<file path="config.mk">
export PLATFORM = sky130hd
export DESIGN_NAME = ic_set_parity_scan
export DESIGN_NICKNAME = d
export VERILOG_FILES = /design/src/rtl/ic_scan_pkg.sv /design/src/rtl/ic_scan_ctrl.sv /design/src/rtl/ic_scan_datapath.sv /design/src/rtl/ic_set_parity_scan.sv
export SDC_FILE = /design/constraint.sdc
export NUM_CORES = 1
export LEC_CHECK = 0
export ABC_AREA = 1
export BUFFER_PORTS_ARGS = -buffer_cell sky130_fd_sc_hd__buf_2
export CORE_ASPECT_RATIO = 0.6
export CORE_UTILIZATION = 48
export CTS_CLUSTER_DIAMETER = 100
export DETAILED_ROUTE_END_ITERATION = 10
export PLACE_DENSITY = 0.81
export SLEW_MARGIN = 20
export SYNTH_ARGS = -nofsm -noshare
export SYNTH_HDL_FRONTEND = slang
export SYNTH_SLANG_ARGS = --single-unit
</file>
<file path="constraint.sdc">
create_clock -name clk -period 1.7 [get_ports clk]
set_input_delay 0.085 -clock clk [delete_from_list [all_inputs] [get_ports clk]]
set_output_delay 0.085 -clock clk [all_outputs]
set_load 0.02 [all_outputs]
</file>
<file path="src/rtl/ic_scan_pkg.sv">
package ic_scan_pkg;
  localparam int WAYS  = 4;
  localparam int WAY_W = $clog2(WAYS);
  localparam int OFFS  = 4;
  localparam int OFF_W = $clog2(OFFS);

  // tag-high field positions
  localparam int VALID_BIT  = 29;
  localparam int VALID_DUP  = 27;
  localparam int LRU_LSB    = 14;
  localparam int LRU_W      = 2 * WAYS;
  // tag-low parity positions
  localparam int TLO_P0_BIT = 10;
  localparam int TLO_P1_BIT = 11;
  localparam logic [23:0] TLO_P0_MASK = 24'hFFF3FF;
  // data-high field positions
  localparam int PRE_LSB    = 8;
  localparam int PRE_PAR    = 16;

  typedef struct packed {
    logic             clear;
    logic             tagStb;
    logic             dataStb;
    logic [WAY_W-1:0] way;
  } scanStrobe_t;

  function automatic logic [3:0] byteParity(input logic [31:0] word);
    logic [3:0] p;
    for (int b = 0; b < 4; b++) p[b] = ^word[8*b +: 8];
    return p;
  endfunction
endpackage

</file>
<file path="src/rtl/ic_scan_ctrl.sv">
module ic_scan_ctrl
  import ic_scan_pkg::*;
#(
  parameter int IDX_W  = 13,
  parameter int ADDR_W = IDX_W + WAY_W
) (
  input  logic              clk,
  input  logic              rstN,
  input  logic              start,
  input  logic [IDX_W-1:0]  setIndex,
  input  logic              dataCheck,
  input  logic              rdAck,
  output logic              rdReq,
  output logic              rdKind,
  output logic [ADDR_W-1:0] rdAddr,
  output logic              done,
  output scanStrobe_t       strb
);
  typedef enum logic [1:0] {S_IDLE, S_REQ, S_DONE} scanState_t;

  localparam logic [WAY_W-1:0] LAST_WAY = WAY_W'(WAYS - 1);
  localparam logic [OFF_W-1:0] LAST_OFF = OFF_W'(OFFS - 1);

  scanState_t       state;
  logic [WAY_W-1:0] wayIdx;
  logic [OFF_W-1:0] offIdx;
  logic             isData;
  logic             dataEnQ;
  logic [IDX_W-1:0] idxQ;
  logic             lastRec;
  logic             accept;

  assign accept  = (state == S_REQ) && rdAck;
  assign lastRec = (wayIdx == LAST_WAY) &&
                   (isData ? (offIdx == LAST_OFF) : !dataEnQ);

  always_ff @(posedge clk) begin
    if (!rstN) begin
      state   <= S_IDLE;
      wayIdx  <= '0;
      offIdx  <= '0;
      isData  <= 1'b0;
      dataEnQ <= 1'b0;
      idxQ    <= '0;
    end else begin
      case (state)
        S_IDLE: if (start) begin
          state   <= S_REQ;
          wayIdx  <= '0;
          offIdx  <= '0;
          isData  <= 1'b0;
          dataEnQ <= dataCheck;
          idxQ    <= setIndex;
        end
        S_REQ: if (rdAck) begin
          if (lastRec) begin
            state <= S_DONE;
          end else if (!isData && dataEnQ) begin
            isData <= 1'b1;
            offIdx <= '0;
          end else if (isData && offIdx != LAST_OFF) begin
            offIdx <= offIdx + 1'b1;
          end else begin
            isData <= 1'b0;
            offIdx <= '0;
            wayIdx <= wayIdx + 1'b1;
          end
        end
        default: state <= S_IDLE;
      endcase
    end
  end

  always_comb begin
    rdReq  = (state == S_REQ);
    rdKind = isData;
    rdAddr = {wayIdx, {IDX_W{1'b0}}} | ADDR_W'(idxQ);
    if (isData) rdAddr = rdAddr | (ADDR_W'(offIdx) << 3);
    done         = (state == S_DONE);
    strb.clear   = (state == S_IDLE) && start;
    strb.tagStb  = accept && !isData;
    strb.dataStb = accept && isData;
    strb.way     = wayIdx;
  end

  // a pending request keeps its address and kind until acknowledged
  p_req_hold_r2: assert property (@(posedge clk) disable iff (!rstN)
    rdReq && !rdAck |=> rdReq && $stable(rdAddr) && $stable(rdKind));
  // done is a single-cycle pulse
  p_done_pulse_r12: assert property (@(posedge clk) disable iff (!rstN)
    done |=> !done);
  // the scan always opens with a tag read of way 0
  p_first_tag_r1: assert property (@(posedge clk) disable iff (!rstN)
    strb.clear |=> rdReq && !rdKind && rdAddr[ADDR_W-1 -: WAY_W] == '0);
  // a start arriving mid-scan does not restart the walk
  p_busy_ignore_r12: assert property (@(posedge clk) disable iff (!rstN)
    rdReq && start && !rdAck |=> $stable(rdAddr));
endmodule

</file>
<file path="src/rtl/ic_scan_datapath.sv">
module ic_scan_datapath
  import ic_scan_pkg::*;
(
  input  logic             clk,
  input  logic             rstN,
  input  scanStrobe_t      strb,
  input  logic [31:0]      rdHi,
  input  logic [63:0]      rdLo,
  output logic             tagErr,
  output logic             dataErr,
  output logic [WAYS-1:0]  wayErr,
  output logic [WAYS-1:0]  wayValid,
  output logic [LRU_W-1:0] lruOrder
);
  logic validBit;
  logic validDupBad;
  logic tagLowBad;
  logic tagHighBad;
  logic tagBad;
  logic preBad;
  logic instABad;
  logic instBBad;
  logic dataBad;

  always_comb begin
    validBit    = rdHi[VALID_BIT];
    validDupBad = validBit ^ rdHi[VALID_DUP];
    tagLowBad   = rdLo[TLO_P0_BIT] ^ (^(rdLo[23:0] & TLO_P0_MASK));
    tagHighBad  = rdLo[TLO_P1_BIT] ^ (^rdLo[63:24]);
    tagBad      = validDupBad || (validBit && (tagLowBad || tagHighBad));
    preBad      = rdHi[PRE_PAR] ^ (^rdHi[PRE_LSB +: 8]);
    instABad    = rdHi[7:4] != byteParity(rdLo[63:32]);
    instBBad    = rdHi[3:0] != byteParity(rdLo[31:0]);
    dataBad     = preBad || instABad || instBBad;
  end

  always_ff @(posedge clk) begin
    if (!rstN || strb.clear) begin
      tagErr   <= 1'b0;
      dataErr  <= 1'b0;
      wayErr   <= '0;
      wayValid <= '0;
      lruOrder <= '0;
    end else begin
      if (strb.tagStb) begin
        wayValid[strb.way] <= validBit;
        if (strb.way == '0) lruOrder <= rdHi[LRU_LSB +: LRU_W];
        if (tagBad) begin
          tagErr             <= 1'b1;
          wayErr[strb.way]   <= 1'b1;
        end
      end
      if (strb.dataStb && dataBad) begin
        dataErr            <= 1'b1;
        wayErr[strb.way]   <= 1'b1;
      end
    end
  end

  // flags are clear the cycle after a start is accepted
  p_clear_r11: assert property (@(posedge clk) disable iff (!rstN)
    strb.clear |=> !tagErr && !dataErr && wayErr == '0);
  // a raised flag stays up until the next start
  p_sticky_tag_r11: assert property (@(posedge clk) disable iff (!rstN)
    tagErr && !strb.clear |=> tagErr);
  p_sticky_data_r11: assert property (@(posedge clk) disable iff (!rstN)
    dataErr && !strb.clear |=> dataErr);
  // a way error never stands without a flag
  p_wayerr_flag_r10: assert property (@(posedge clk) disable iff (!rstN)
    (|wayErr) |-> (tagErr || dataErr));
  // the data flag only rises on a data-record acknowledge
  p_data_src_r8: assert property (@(posedge clk) disable iff (!rstN)
    !dataErr && !strb.dataStb |=> !dataErr);
endmodule

</file>
<file path="src/rtl/ic_set_parity_scan.sv">
module ic_set_parity_scan
  import ic_scan_pkg::*;
#(
  parameter int IDX_W  = 13,
  parameter int ADDR_W = IDX_W + WAY_W
) (
  input  logic              clk,
  input  logic              rstN,
  input  logic              start,
  input  logic [IDX_W-1:0]  setIndex,
  input  logic              dataCheck,
  output logic              rdReq,
  output logic              rdKind,
  output logic [ADDR_W-1:0] rdAddr,
  input  logic              rdAck,
  input  logic [31:0]       rdHi,
  input  logic [63:0]       rdLo,
  output logic              done,
  output logic              tagErr,
  output logic              dataErr,
  output logic [WAYS-1:0]   wayErr,
  output logic [WAYS-1:0]   wayValid,
  output logic [LRU_W-1:0]  lruOrder
);
  scanStrobe_t strb;

  ic_scan_ctrl #(.IDX_W(IDX_W), .ADDR_W(ADDR_W)) uCtrl (
    .clk(clk), .rstN(rstN), .start(start), .setIndex(setIndex),
    .dataCheck(dataCheck), .rdAck(rdAck), .rdReq(rdReq), .rdKind(rdKind),
    .rdAddr(rdAddr), .done(done), .strb(strb)
  );

  ic_scan_datapath uData (
    .clk(clk), .rstN(rstN), .strb(strb), .rdHi(rdHi), .rdLo(rdLo),
    .tagErr(tagErr), .dataErr(dataErr), .wayErr(wayErr),
    .wayValid(wayValid), .lruOrder(lruOrder)
  );
endmodule

</file>
* Word-level counts from Yosys, hierarchy flattened
Cells that the tools add are included.
Storage, ports and cells: bits in registers 39, input port bits 114, output and inout port bits 36
Cells by class: add/subtract/negate cells 2, magnitude comparators 2, eq/ne operators 14, multiplexer cells 30, bitwise operators 8, reductions and logical operators 39
Operators with widths (count):
- $reduce_xor A8 Y1 | 9
- $reduce_xor A40 Y1 | 1
- $mux W2 | 12
- $reduce_xor A24 Y1 | 1
- $mux W4 | 4
- $mux W15 | 1
- $or A15 B13 Y15 | 1
- $or A15 B5 Y15 | 1
- $pmux W2 S2 | 3
- $logic_and A1 B1 Y1 | 10
- $ne A2 B2 Y1 const B | 5
- $ne A4 B4 Y1 | 2
- $or A4 B4 Y4 | 2
- $mux W1 | 7
- $eq A2 B2 Y1 const B | 3
- $reduce_and A2 Y1 | 3
- $reduce_and A6 Y1 | 1
- $logic_or A1 B1 Y1 | 5
- $reduce_and A5 Y1 | 1
- $add A2 B1 Y2 const B | 2
- $bwmux W4 | 1
- $logic_not A2 Y1 | 2
- $ne A2 B1 Y1 const B | 2
- $reduce_and A4 Y1 | 1
- other kinds (10) | 15

* Longest topological paths before layout
Gate-level depths: netlist of run 1.
depth in word-level cells 10, depth in mapped cells 18, gate-level depth less buffers 18

* Cells and area by module
Synthesis of run 1 repeated with hierarchy kept, for this count alone.
Second synthesis, totals: cells, all modules 629, area, all modules 3433.3 µm²
By module, submodules not included:
- ic_scan_datapath | times used 1, cells an instance 490, area each 2416.1 µm², seq. area each 360.3 µm²
- ic_scan_ctrl | times used 1, cells an instance 139, area each 1017.2 µm², seq. area each 420.4 µm²

* Worst setup path before layout of run 1
Ideal clock, no wire load.
kind reg-to-reg, from register uCtrl.isData, in the netlist uCtrl.rdKind, to register uCtrl.wayIdx[0], library setup time 0.132 ns, arrival time 1.414 ns, path slack 0.155 ns, stages on the path, launching flop included 12, buffers on the path 0, clock period less this slack 1.545 ns, cells stage by stage dfxtp_1 inv_1 nor2_1 inv_1 nand3_1 nor2_1 nor2_2 inv_2 nor2_4 o21ai_1 a21oi_1 a211oi_1
On the way: longest elaborated chain between the ends 4, elaborated cells between the ends (all ways) 9, those cells by class eq/ne: 3; mux: 1; reduce/logical: 5
RTL lines:
- from (decl) | line ic_scan_ctrl.sv:27 | logic isData;
- from (signal assigned) | line ic_scan_ctrl.sv:42 | isData <= 1'b0;
- from (signal assigned) | line ic_scan_ctrl.sv:51 | isData <= 1'b0;
- from (signal assigned) | line ic_scan_ctrl.sv:59 | isData <= 1'b1;
- $mux W1 or $logic_not A1 Y1 (tied branches) | line ic_scan_ctrl.sv:35, ic_scan_ctrl.sv:58
- $logic_and A1 B1 Y1, on equally long branches | line ic_scan_ctrl.sv:34, ic_scan_ctrl.sv:58
- $ne A2 B2 Y1 (no line)
- $reduce_and A6 Y1 (no line) *
- to (signal assigned) | line ic_scan_ctrl.sv:66 | wayIdx <= wayIdx + 1'b1;
- to (decl) | line ic_scan_ctrl.sv:25 | logic [WAY_W-1:0] wayIdx;
Mark *: on every way between the ends. The rest lies on a longest branch, timed or not. A chain may end at the register's enable or synchronous reset.

* Worst setup path in the final report of run 1
from register uCtrl.offIdx[1], to register uCtrl.wayIdx[1]
On the way: longest elaborated chain between the ends 5, elaborated cells between the ends (all ways) 8, those cells by class eq/ne: 4; mux: 1; reduce/logical: 3
RTL lines:
- from (decl) | line ic_scan_ctrl.sv:26 | logic [OFF_W-1:0] offIdx;
- from (signal assigned) | line ic_scan_ctrl.sv:62 | offIdx <= offIdx + 1'b1;
- $eq A2 B2 Y1 | line ic_scan_ctrl.sv:35 | (isData ? (offIdx == LAST_OFF) : !dataEnQ);
- $mux W1 | line ic_scan_ctrl.sv:35
- $logic_and A1 B1 Y1 | line ic_scan_ctrl.sv:34 | assign lastRec = (wayIdx == LAST_WAY) &&
- $ne A2 B2 Y1 (no line)
- $reduce_and A6 Y1 (no line) *
Marks and branches as above.

==> impl_results.md, run 1 <==
- RR Startpoint: uCtrl.offIdx[1]
- RR Endpoint: uCtrl.wayIdx[1]
- Hold_buf cts: 0
- Largest net degree at the start of global routing: 19
- Crit-path cells: ha_1 > nor2_1 > inv_1 > nand3_2 > nor2_1 > nor2_2 > inv_2 > nor2_4 > o21ai_4 > a21oi_2 > a211oi_2
- Largest cells by area after synthesis: nand2_1 33%, dfxtp_1 23%, inv_1 8.4%, nor2_1 5.1%, xnor2_1 4.1%
- Critical Path End Type: flip-flop
- Antenna cells: 0
- Final setup vio count: 0
- Worst path bufs/invs: 2
- Critical path class: flip-flop to flip-flop
- Worst-Margin Slew: 423 ps
- Most used standard cell by instance count after synthesis: nand2_1
- Netlist cell types: 33
- H-tree levels: 2
- CP Launch Type: flip-flop
- CP top delay family: simple AND/OR/NAND/NOR gates
- Yosys warns: 0
- Critical path's most frequent cell: nor2_1
- Flops & latches, synth: 39
- P&R area growth vs syn: 28.3%
- Routed WL per cell: roughly 11 um
- Max cap viols: 0
- Core ar.: between 6000 and 7000 um^2
- Worst reg2reg setup slack: roughly 70 ps
- FMAX: between 600 and 700 MHz
- Register area share after synthesis: 0.231
- Synth area leader: nand2_1
- Final instance area: 4340 um^2
- Crit path largest cell delay: roughly 330 ps
- DRC viols: 0
- Antenna Nets Post-Route: 0
- Setup Skew: approximately 6 ps
- Worst Path Arrival: around 1800 ps
- R2R depth: 11
- Critical path required time: roughly 1900 ps
- Max-slew headroom: 0.718
- Initial drt markers: 186
- Critical path fanouts, max: 5
- Total number of vias: roughly 4000
- Overall die area: about 7400 um^2
- Slowest-stage cell, CP: dfxtp_1
- Final period util: 0.959
- Final slew viol count: 0
- Clk slew on worst S/H paths: ~60 ps
- Total CTS buffers: 5
- Pwr/cell area: roughly 730 nW/um^2
- Fraction of layout cells with a size suffix above 1: 0.257
- CTS max path bufs: 2
- PortBufs: between 100 and 150
- IO Pins: 150
- Avg Cell Area, Syn: ~5.5 um^2
- Main flop type after synthesis: dfxtp_1
- Worst-skew pair later-pin latency: about 280 ps
- Leak: 2.61 nW
- TritonCTS clock tree: built
- Worst Hold Launch: setIndex[11]
- Synth Net Count: 732
- Hold Vio Cnt, Final: 0
- Post-Synthesis Cells: approximately 600
- Period minus WS final: around 1600 ps
- Overflow after GRT: 0
- Mapped Area: 3380 um^2
- Min-Delay Endpoint: uCtrl.idxQ[11]
- Async S/R FF share, synth: 0
- Hold Path Class: input pin to flip-flop
- Post-Route WL: 9.11 mm
- Post-synth top cells: 300 x nand2_1, 76 x inv_1, 46 x nor2_1
- Number of synthesized flops with an enable pin: 0
- CTS Sinks: 39
- Placed wire-length estimate: ~7.3 mm
- RePlAce Congestion: 0.875
- Initial Util: 0.502
- Outcome: finished clean
- Total Nets Final: 870
- Util after Layout: 0.644
- Worst hold stages: 3
- Antenna violations before repair: 0
- Die width: between 100 and 150 um
- Die Y-Extent: approximately 67 um
- Site Rows: 23
- Setup TNS: 0 ps
- First-pass GRT wire length: between 10 and 15 mm
- Pre-antenna DRT Iters: 4
- Aggregate global-route resource usage: 0.233
- CTS root buf: clkbuf_16
- VDD IR max: ~0.44 mV
- Vias in the first global route: about 3500
- Drt via density: roughly 4.7
- Share of the synthesized area in the top cell type: 0.333
- Placed cell area: 4120 um^2
final cells by class:
type                       count  area, um^2
timing repair buffer         151         781
multi-input combinational    471        2190
tap                           87         109
inverter                      83         312
clock inverter                 3        43.8
sequential                    39         782
fill                         656        2390
clock buffer                   5         125
logic make-up (layout without fill, tap and decap cells):
logic type / count (synthesis) / count (layout) / synth area share
AOI/OAI and AO/OA: 48 / 48 / 0.0825
xor gates and xnor gates: 26 / 26 / 0.0674
adders and majority gates: 5 / 5 / 0.0185
buffers and inverters: 103 / 242 / 0.134
DFF: 39 / 39 / 0.231
and+or+nand+nor: 392 / 392 / 0.467
registers in the layout (all words and copies together), names as in the netlist:
name	flops
uData.wayErr	4
uCtrl.idxQ	13
uData.wayValid	4
uData.lruOrder	8
uData.dataErr	1
uCtrl.offIdx	2
uCtrl.dataEnQ	1
uCtrl.wayIdx	2
uCtrl.state	2
uData.tagErr	1
uCtrl.rdKind	1
per-stage QoR:
stage	worst slack (ps)	total power, mW	cells	hold slack [ps]
after CTS	68.8	3.13	837	55.5
after global routing	-23.5	3.35	839	67.8
after floorplan	155	1.75	613	249
final	69.9	3.16	839	55.9
after global placement	108	2.02	829	333
after detailed placement	27.0	2.06	829	348
worst max-delay path by stage:
stage	from	cells past startpoint	to	slack [ps]
6_report	uCtrl.offIdx[1]	11	uCtrl.wayIdx[1]	70
5_1_grt	uCtrl.offIdx[1]	11	uCtrl.wayIdx[1]	-20
4_1_cts	uCtrl.offIdx[1]	10	uCtrl.wayIdx[0]	70
3_5_place_dp	rdLo[63]	14	uData.wayErr[2]	30
3_3_place_gp	rdLo[63]	14	uData.wayErr[0]	110
2_1_floorplan	uCtrl.rdKind	11	uCtrl.wayIdx[0]	150
layout by cell type (no fill, tap or decap), drive strengths merged, types with 2 or more instances in the layout:
cell type  instances
nand2            307
buf              151
inv               83
nor2              53
dfxtp             39
nand3             28
a21oi             22
o21ai             17
xnor2             16
xor2              10
ha                 5
clkbuf             5
a211oi             3
nand3b             2
o21a               2
clkinv             2
where the power goes:
part	internal (mW)	switching (mW)	total, mW
logic	0.422	0.677	1.10
registers	0.964	0.0296	0.993
clock network	0.692	0.377	1.07
total	2.08	1.08	3.16
what timing repair did:
item                                    in CTS  in global routing
buffers inserted                             0                  2
pin swaps                                    0                  4
gates resized for setup                      1                  8
endpoints found under the hold margin        0                  0
endpoints found under the setup margin       1                  9
worst min-delay path: cells and delay by family:
kind | cells | cell delay [ps]
simple gates | 1 | 80
buf+inv | 1 | 70
compound gates | 1 | 70
per-layer routing:
| metal | up-vias | wire length (um) | GRT usage |
|---|---|---|---|
| li1 | 2111 | - | - |
| met4 | 0 | 97 | 0.0543 |
| met3 | 11 | 510 | 0.0450 |
| met1 | 1738 | 4240 | 0.286 |
| met5 | - | 0 | 0 |
| met2 | 102 | 4260 | 0.420 |
(Power assumes the default switching activity.)
==> inputs of run 2 (changes only) <==
--- a/config.mk
+++ b/config.mk
@@ -11,6 +11,7 @@
 export CORE_UTILIZATION = 48
 export CTS_CLUSTER_DIAMETER = 100
 export DETAILED_ROUTE_END_ITERATION = 10
+export MAX_ROUTING_LAYER = met4
 export PLACE_DENSITY = 0.81
 export SLEW_MARGIN = 20
 export SYNTH_ARGS = -nofsm -noshare
==> run 2 against run 1 <==
Against the previous run: clock power about the same; cell count unchanged; hold slack got worse by 0.50 ps; total power about the same; maximum frequency increased by 0.14%; critical path depth unchanged; register-to-register slack about the same; non-clock buffer count unchanged; cell area unchanged; count of clock-buffer cells in the layout unchanged; worst setup slack improved by 2.3 ps; combinational power about the same; critical endpoint unchanged; highest routed layer unchanged.
==> impl_results.md, run 2 (synthesized netlist as in run 1, its figures left out) <==
- Final Total Pwr: 3.16 mW (about the same)
- CTS root buf: clkbuf_16 (unchanged)
- Clk slew on worst S/H paths: 60 ps (about the same)
- Hold Path Class: input pin to flip-flop (unchanged)
- Max-slew headroom: 0.709 (was 0.718)
- Slowest-stage cell, CP: dfxtp_1 (unchanged)
- Pwr/cell area: 729 nW/um^2 (was 728 nW/um^2)
- Routed WL per cell: 10.9 um (about the same)
- Site Rows: 23 (unchanged)
- Worst hold stages: 3 (unchanged)
- Commonest non-fill, non-tap cells in the layout: 300 x nand2_1, 141 x buf_2, 76 x inv_1, 46 x nor2_1, 38 x dfxtp_1 (unchanged)
- Min Hold Slack: 55.4 ps (was 55.9 ps)
- Overflow after GRT: 0 (unchanged)
- Final slew viol count: 0 (unchanged)
- Setup Skew: 5.94 ps (was 6.05 ps)
- Pre-antenna DRT Iters: 4 (unchanged)
- PortBufs: 141 (unchanged)
- Total number of vias: 3971 (was 3962)
- Largest net degree at the start of global routing: 19 (unchanged)
- Largest register FFs: 13 (unchanged)
- Antenna violations before repair: 0 (unchanged)
- H-tree levels: 2 (unchanged)
- Commonest non-fill, non-tap cell in the layout: nand2_1 (unchanged)
- Outcome: finished clean (unchanged)
- Final period util: 0.958 (was 0.959)
- Fraction of layout cells with a size suffix above 1: 0.257 (unchanged)
- Critical path fanouts, max: 5 (unchanged)
- RR Startpoint: uCtrl.offIdx[1] (unchanged)
- IO Pins: 150 (unchanged)
- Worst-Margin Slew: 437 ps (was 423 ps)
- FMAX: 614 MHz (was 613 MHz)
- RePlAce Congestion: 0.889 (was 0.875)
- CTS max path bufs: 2 (unchanged)
- Initial drt markers: 179 (was 186)
- Final setup vio count: 0 (unchanged)
- Die width: 110 um (unchanged)
- Drt via density: 4.73 (was 4.72)
- CTS Sinks: 39 (unchanged)
- Antenna Nets Post-Route: 0 (unchanged)
- Total Nets Final: 870 (unchanged)
- Leak: 2.61 nW (unchanged)
- Critical path class: flip-flop to flip-flop (unchanged)
- TritonCTS clock tree: built (unchanged)
- Period minus WS final: 1630 ps (about the same)
- Crit path largest cell delay: 330 ps (about the same)
- Hold_buf cts: 0 (unchanged)
- Critical path required time: 1860 ps (about the same)
- RR Endpoint: uCtrl.wayIdx[1] (unchanged)
- Top reg by flops: uCtrl.idxQ (unchanged)
- Overall die area: 7390 um^2 (unchanged)
- Die Y-Extent: 67.0 um (unchanged)
- Max cap viols: 0 (unchanged)
- Worst reg2reg setup slack: 70 ps (about the same)
- VDD IR max: 0.436 mV (was 0.435 mV)
- Hold Vio Cnt, Final: 0 (unchanged)
- Vias in the first global route: 3456 (unchanged)
- Initial Util: 0.502 (unchanged)
- Core ar.: 6730 um^2 (unchanged)
- Aggregate global-route resource usage: 0.240 (was 0.233)
- Post-Route WL: 9.12 mm (was 9.11 mm)
- Crit-path cells: ha_1 > nor2_1 > inv_1 > nand3_2 > nor2_1 > nor2_2 > inv_2 > nor2_4 > o21ai_4 > a21oi_2 > a211oi_2 (unchanged)
- CP Launch Type: flip-flop (unchanged)
- Placed wire-length estimate: 7.34 mm (unchanged)
- Worst-skew pair later-pin latency: 280 ps (about the same)
- Worst Path Arrival: 1780 ps (was 1790 ps)
- Antenna cells: 0 (unchanged)
- DRC viols: 0 (unchanged)
- P&R area growth vs syn: 28.3% (unchanged)
- Worst Hold Launch: setIndex[11] (unchanged)
- R2R depth: 11 (unchanged)
- Total CTS buffers: 5 (unchanged)
- Critical Path End Type: flip-flop (unchanged)
- First-pass GRT wire length: 13.7 mm (unchanged)
- Min-Delay Endpoint: uCtrl.idxQ[11] (unchanged)
- Critical path's most frequent cell: nor2_1 (unchanged)
- Top flop regs: uCtrl.idxQ (13), uData.lruOrder (8) (unchanged)
- Layout fillers: 656 (unchanged)
## run 2: cell counts in the layout (fill, tap and decap cells not counted)
No cell type changed its count.
## run 2: repair_timing
item	in CTS	in global routing
setup endpoints to repair	1	9
gates cloned	0	0
hold endpoints to repair	0	0
setup buffers	0	2
resized for setup	1	8
pin swaps	0	4
## run 2: layer usage
metal  wire, um  GRT usage  vias to the layer above
met5          0          -                        -
met4        121     0.0543                        0
met3        525     0.0431                       13
met2       4240      0.420                      106
met1       4240      0.287                     1740
li1           -          -                     2112
## run 2: area by class of cell
class / instances / area [um^2] / share of cell area
Tap cell: 87 / 109 / 0.0251
Clock buffer: 5 / 125 / 0.0288
Inverter: 83 / 312 / 0.0718
Timing Repair Buffer: 151 / 781 / 0.180
Clock inverter: 3 / 43.8 / 0.0101
Sequential cell: 39 / 782 / 0.180
Multi-Input combinational cell: 471 / 2190 / 0.504
## run 2: worst max path at each step
stage	startpoint	to	slack (ps)	depth (start not counted)
after floorplan	uCtrl.rdKind	uCtrl.wayIdx[0]	150	11
after global placement	rdLo[63]	uData.wayErr[0]	110	14
after detailed placement	rdLo[63]	uData.wayErr[2]	30	14
after CTS	uCtrl.offIdx[1]	uCtrl.wayIdx[0]	70	10
after global routing	uCtrl.offIdx[1]	uCtrl.wayIdx[1]	-20	11
final	uCtrl.offIdx[1]	uCtrl.wayIdx[1]	70	11
## run 2: critical path, delay by kind of cell (launching register included)
kind	cells	cell delay (ps)
buffers and inverters	2	130
and+or+nand+nor	5	560
adders and majority gates	1	190
DFF	1	330
AOI/OAI and AO/OA	3	300
## run 2: report_power, final
part	leakage, nW	total, mW	switching [mW]	internal (mW)
combinational	2.20	1.10	0.677	0.422
clock	0.0838	1.07	0.378	0.692
sequential	0.319	0.993	0.0296	0.964
## run 2: stage by stage
stage	std cells	area (um^2)	setup WS (ps)	setup TNS, ps	utilization
after floorplan	613	3380	155	0	-
after global placement	829	4120	108	0	0.611
after detailed placement	829	4120	27.0	0	0.611
after CTS	837	4290	68.8	0	0.637
after global routing	839	4340	-23.5	-46.0	0.644
final	839	4340	72.2	0	0.644
==> inputs of run 3 (changes only) <==
--- a/config.mk
+++ b/config.mk
@@ -8,12 +8,14 @@
 export ABC_AREA = 1
 export BUFFER_PORTS_ARGS = -buffer_cell sky130_fd_sc_hd__buf_2
 export CORE_ASPECT_RATIO = 0.6
-export CORE_UTILIZATION = 48
+export CORE_UTILIZATION = 44
 export CTS_CLUSTER_DIAMETER = 100
 export DETAILED_ROUTE_END_ITERATION = 10
 export MAX_ROUTING_LAYER = met4
-export PLACE_DENSITY = 0.81
+export PLACE_DENSITY = 0.78
+export REMOVE_ABC_BUFFERS = 1
 export SLEW_MARGIN = 20
 export SYNTH_ARGS = -nofsm -noshare
 export SYNTH_HDL_FRONTEND = slang
+export SYNTH_HIERARCHICAL = 1
 export SYNTH_SLANG_ARGS = --single-unit
==> constraint.sdc (replaced) <==
create_clock -name clk -period 1.3 [get_ports clk]
set_input_delay 0.065 -clock clk [delete_from_list [all_inputs] [get_ports clk]]
set_output_delay 0.065 -clock clk [all_outputs]
set_load 0.02 [all_outputs]
==> run 3 against run 2 <==
Against the previous run: global-route usage decreased by 1.1 points; synthesized cell count increased by 2.6%; cell count is 6.3% higher; first-iteration DRC count grew 3.4%; clock skew shrank 1.3 ps; largest cell class unchanged; die area grew 11%; critical endpoint is now uCtrl/offIdx[1]; count of clock-buffer cells in the layout up 2.
==> impl_results.md, run 3 <==
- Outcome: finished clean (unchanged)
- Critical path fanouts, max: 4 (was 5)
- Yosys warns: 6 (was 0)
- Main flop type after synthesis: dfxtp_1 (unchanged)
- Largest family of logic cells by synthesized area: simple AND/OR/NAND/NOR gates (unchanged)
- RePlAce Congestion: 0.847 (was 0.889)
- IO Pins: 150 (unchanged)
- Synth Area in XOR/XNOR: 0.0842 (was 0.0674)
- Max-slew headroom: 0.745 (was 0.709)
- Setup TNS: 0 ps (unchanged)
- Async S/R FF share, synth: 0 (unchanged)
- Drt via density: 4.70 (was 4.73)
- Critical path required time: 1500 ps (was 1860 ps)
- Crit path largest cell delay: 380 ps (was 330 ps)
- Largest register FFs: 13 (unchanged)
- CTS Sinks: 39 (unchanged)
- Commonest non-fill, non-tap cells in the layout: 289 x nand2_1, 140 x buf_2, 63 x inv_1, 44 x nor2_1, 42 x nand2_2 (was 300 x nand2_1, 141 x buf_2, 76 x inv_1, 46 x nor2_1, 38 x dfxtp_1)
- Overall die area: 8170 um^2 (was 7390 um^2)
- Fraction of layout cells with a size suffix above 1: 0.363 (was 0.257)
- Worst-Margin Slew: 382 ps (was 437 ps)
- Critical Path End Type: flip-flop (unchanged)
- Worst Hold Launch: rdHi[17] (was setIndex[11])
- FF+latch area: 796 um^2 (was 782 um^2)
- Period minus WS final: 1280 ps (was 1630 ps)
- Simple-gate share of the synthesized area: 0.496 (was 0.467)
- Critical path launch point: uCtrl/offIdx[0] (was uCtrl.offIdx[1])
- VDD IR max: 0.559 mV (was 0.436 mV)
- Crit-path cells: ha_4 > nand2_4 > o21ai_4 > nand3_2 > nand2_2 > inv_2 > nand2_1 > nand2_1 > nor2_2 (was ha_1 > nor2_1 > inv_1 > nand3_2 > nor2_1 > nor2_2 > inv_2 > nor2_4 > o21ai_4 > a21oi_2 > a211oi_2)
- Non-Filler Instances: 892 (was 839)
- Layout fillers: 673 (was 656)
- Total Nets Final: 903 (was 870)
- Die Y-Extent: 70.4 um (was 67.0 um)
- Final setup vio count: 0 (unchanged)
- PortBufs: 141 (unchanged)
- RR Endpoint: uCtrl/offIdx[1] (was uCtrl.wayIdx[1])
- Part of the power in registers: 0.315 (was 0.314)
- Routed WL per cell: 11.1 um (was 10.9 um)
- Clk slew on worst S/H paths: 60 ps (about the same)
- Critical path's most frequent cell: nand2_1 (was nor2_1)
- P&R area growth vs syn: 42.0% (was 28.3%)
- Post-Synthesis Cells: 629 (was 613)
- Share of the synthesized area in the top cell type: 0.358 (was 0.333)
- Commonest non-fill, non-tap cell in the layout: nand2_1 (unchanged)
- Max cap viols: 0 (unchanged)
- Pint: 2.68 mW (was 2.08 mW)
- Overflow after GRT: 0 (unchanged)
- Clk pwr share: 0.278 (was 0.338)
- DRC viols: 0 (unchanged)
- Top flop regs: uCtrl/idxQ (13), uData/lruOrder (8) (was uCtrl.idxQ (13), uData.lruOrder (8))
- Sw frac: 0.360 (was 0.343)
- Largest cells by area after synthesis: nand2_1 36%, dfxtp_1 23%, inv_1 7.9%, nor2_1 5.6%, xnor2_1 4.3% (was nand2_1 33%, dfxtp_1 23%, inv_1 8.4%, nor2_1 5.1%, xnor2_1 4.1%)
- Area occupied by multi-input gates: 2550 um^2 (was 2190 um^2)
- R2R depth: 9 (was 11)
- Initial drt markers: 185 (was 179)
- RR Startpoint: uCtrl/offIdx[0] (was uCtrl.offIdx[1])
- Initial Util: 0.463 (was 0.502)
- Worst Path Arrival: 1480 ps (was 1780 ps)
- Final period util: 0.986 (was 0.958)
- Placed wire-length estimate: 7.60 mm (was 7.34 mm)
- RSZ-0062 raised after global routing: yes
- Synth Area in Adders: 0.00729 (was 0.0185)
- Top reg by flops: uCtrl/idxQ (was uCtrl.idxQ)
- Placed Cells incl. Taps: 873 (was 829)
- Antenna cells: 0 (unchanged)
- Total number of vias: 4191 (was 3971)
- Antenna violations before repair: 0 (unchanged)
- Flops & latches, synth: 39 (unchanged)
- Vias in the first global route: 3583 (was 3456)
- Pre-antenna DRT Iters: 4 (unchanged)
- TritonCTS clock tree: built (unchanged)
- Antenna Nets Post-Route: 0 (unchanged)
- Post-Route WL: 9.88 mm (was 9.12 mm)
- Number of synthesized flops with an enable pin: 0 (unchanged)
- CTS max path bufs: 2 (unchanged)
- Pwr/cell area: 858 nW/um^2 (was 729 nW/um^2)
- First-pass GRT wire length: 14.8 mm (was 13.7 mm)
- Hold Path Class: input pin to flip-flop (unchanged)
- Worst hold stages: 3 (unchanged)
- Largest net degree at the start of global routing: 22 (was 19)
- Hold Vio Cnt, Final: 0 (unchanged)
- Gate power share: 0.407 (was 0.348)
- Total CTS buffers: 5 (unchanged)
- Min Hold Slack: 31.1 ps (was 55.4 ps)
- Worst-skew pair later-pin latency: 280 ps (about the same)
- Slowest-stage cell, CP: dfxtp_4 (was dfxtp_1)
- Avg Cell Area, Syn: 5.46 um^2 (was 5.52 um^2)
- CTS root buf: clkbuf_16 (unchanged)
- Mapped Area: 3430 um^2 (was 3380 um^2)
- H-tree levels: 2 (unchanged)
- Site Rows: 24 (was 23)
- FMAX: 780 MHz (was 614 MHz)
- Die width: 116 um (was 110 um)
- Synth Area in Compound Gates: 0.0685 (was 0.0825)
- Critical path class: flip-flop to flip-flop (unchanged)
- Setup Skew: 4.63 ps (was 5.94 ps)
- Worst reg2reg setup slack: 20 ps (was 70 ps)
- Post-synth top cells: 327 x nand2_1, 72 x inv_1, 51 x nor2_1 (was 300 x nand2_1, 76 x inv_1, 46 x nor2_1)
- Leak: 2.80 nW (was 2.61 nW)
- Aggregate global-route resource usage: 0.229 (was 0.240)
- Most used standard cell by instance count after synthesis: nand2_1 (unchanged)
- Final slew viol count: 0 (unchanged)
- Core ar.: 7420 um^2 (was 6730 um^2)
- Psw: 1.50 mW (was 1.09 mW)
- Synth area leader: nand2_1 (unchanged)
- Register area share after synthesis: 0.227 (was 0.231)
- Multiplexer area fraction after synthesis: 0 (unchanged)
- CP Launch Type: flip-flop (unchanged)
- Netlist cell types: 27 (was 33)
- Min-Delay Endpoint: uData/lruOrder[3] (was uCtrl.idxQ[11])
[run 3: cell count changes after synthesis, moves of 3 or more]
cell / delta
xor2_1: +6
inv_2: -7
nand2_1: +27
nor2_2: -3
inv_1: -4
nand3_1: -8
a211oi_1: -3
ha_1: -3
nand3_2: +4
nor2_1: +5
[run 3: worst max-delay path: cells and delay by family (launching register included)]
family / cells / cell delay, ps
fa+ha+maj: 1 / 160
compound gates: 1 / 70
buf+inv: 1 / 50
flops: 1 / 380
simple gates: 6 / 540
[run 3: kinds of logic (layout without fill, tap and decap cells)]
kind of cell             after synthesis  after routing
AND/OR/NAND/NOR                      421            421
buffers and inverters                 92            251
AO/OA/AOI/OAI                         42             42
flip-flops                            39             39
XOR/XNOR                              33             33
adder cells (fa/ha/maj)                2              2
[run 3: how the worst max path moves through the flow]
stage | cells past startpoint | slack [ps] | end
detailed placement | 17 | -250 | uData/wayErr[0]
floorplan | 8 | -360 | uData/lruOrder[0]
global placement | 15 | -190 | uData/wayErr[3]
finish | 9 | 20 | uCtrl/offIdx[1]
global route | 15 | -70 | uData/wayErr[1]
CTS | 6 | 0.4 | uCtrl/idxQ[11]
[run 3: repair_timing]
action	in CTS	in global routing
resized for setup	6	99
pin swaps	2	37
hold buffers	0	0
setup buffers	1	8
setup endpoints to repair	4	35
cloned	0	2
[run 3: power by group through the flow]
| stage | combinational (mW) | sequential [mW] | clock [mW] |
|---|---|---|---|
| finish | 1.70 | 1.31 | 1.16 |
| global route | 1.89 | 1.32 | 1.24 |
| CTS | 1.48 | 1.31 | 1.19 |
| detailed placement | 1.46 | 1.33 | 0 |
| global placement | 1.41 | 1.33 | 0 |
| floorplan | 0.867 | 1.39 | 0 |
[run 3: area by class of cell]
cell class                 count  area share
multi-input combinational    498       0.524
timing repair buffer         170       0.201
sequential                    39       0.163
inverter                      73      0.0562
clock buffer                   7      0.0272
tap                          104      0.0267
clock inverter                 1     0.00103
[run 3: stage by stage]
stage	total power [mW]	worst slack [ps]	util	cell area (um^2)
floorplan	2.26	-360	-	3310
global placement	2.73	-195	0.578	4290
detailed placement	2.79	-250	0.578	4290
CTS	3.97	0.448	0.600	4450
global route	4.45	-72.4	0.657	4870
finish	4.18	18.2	0.657	4870
[run 3: per-layer routing]
metal / global-route usage / vias up / routed length (um)
li1: - / 2197 / -
met1: 0.281 / 1845 / 4330
met2: 0.391 / 129 / 4760
met3: 0.0339 / 20 / 598
met4: 0.0613 / 0 / 183
met5: - / - / 0
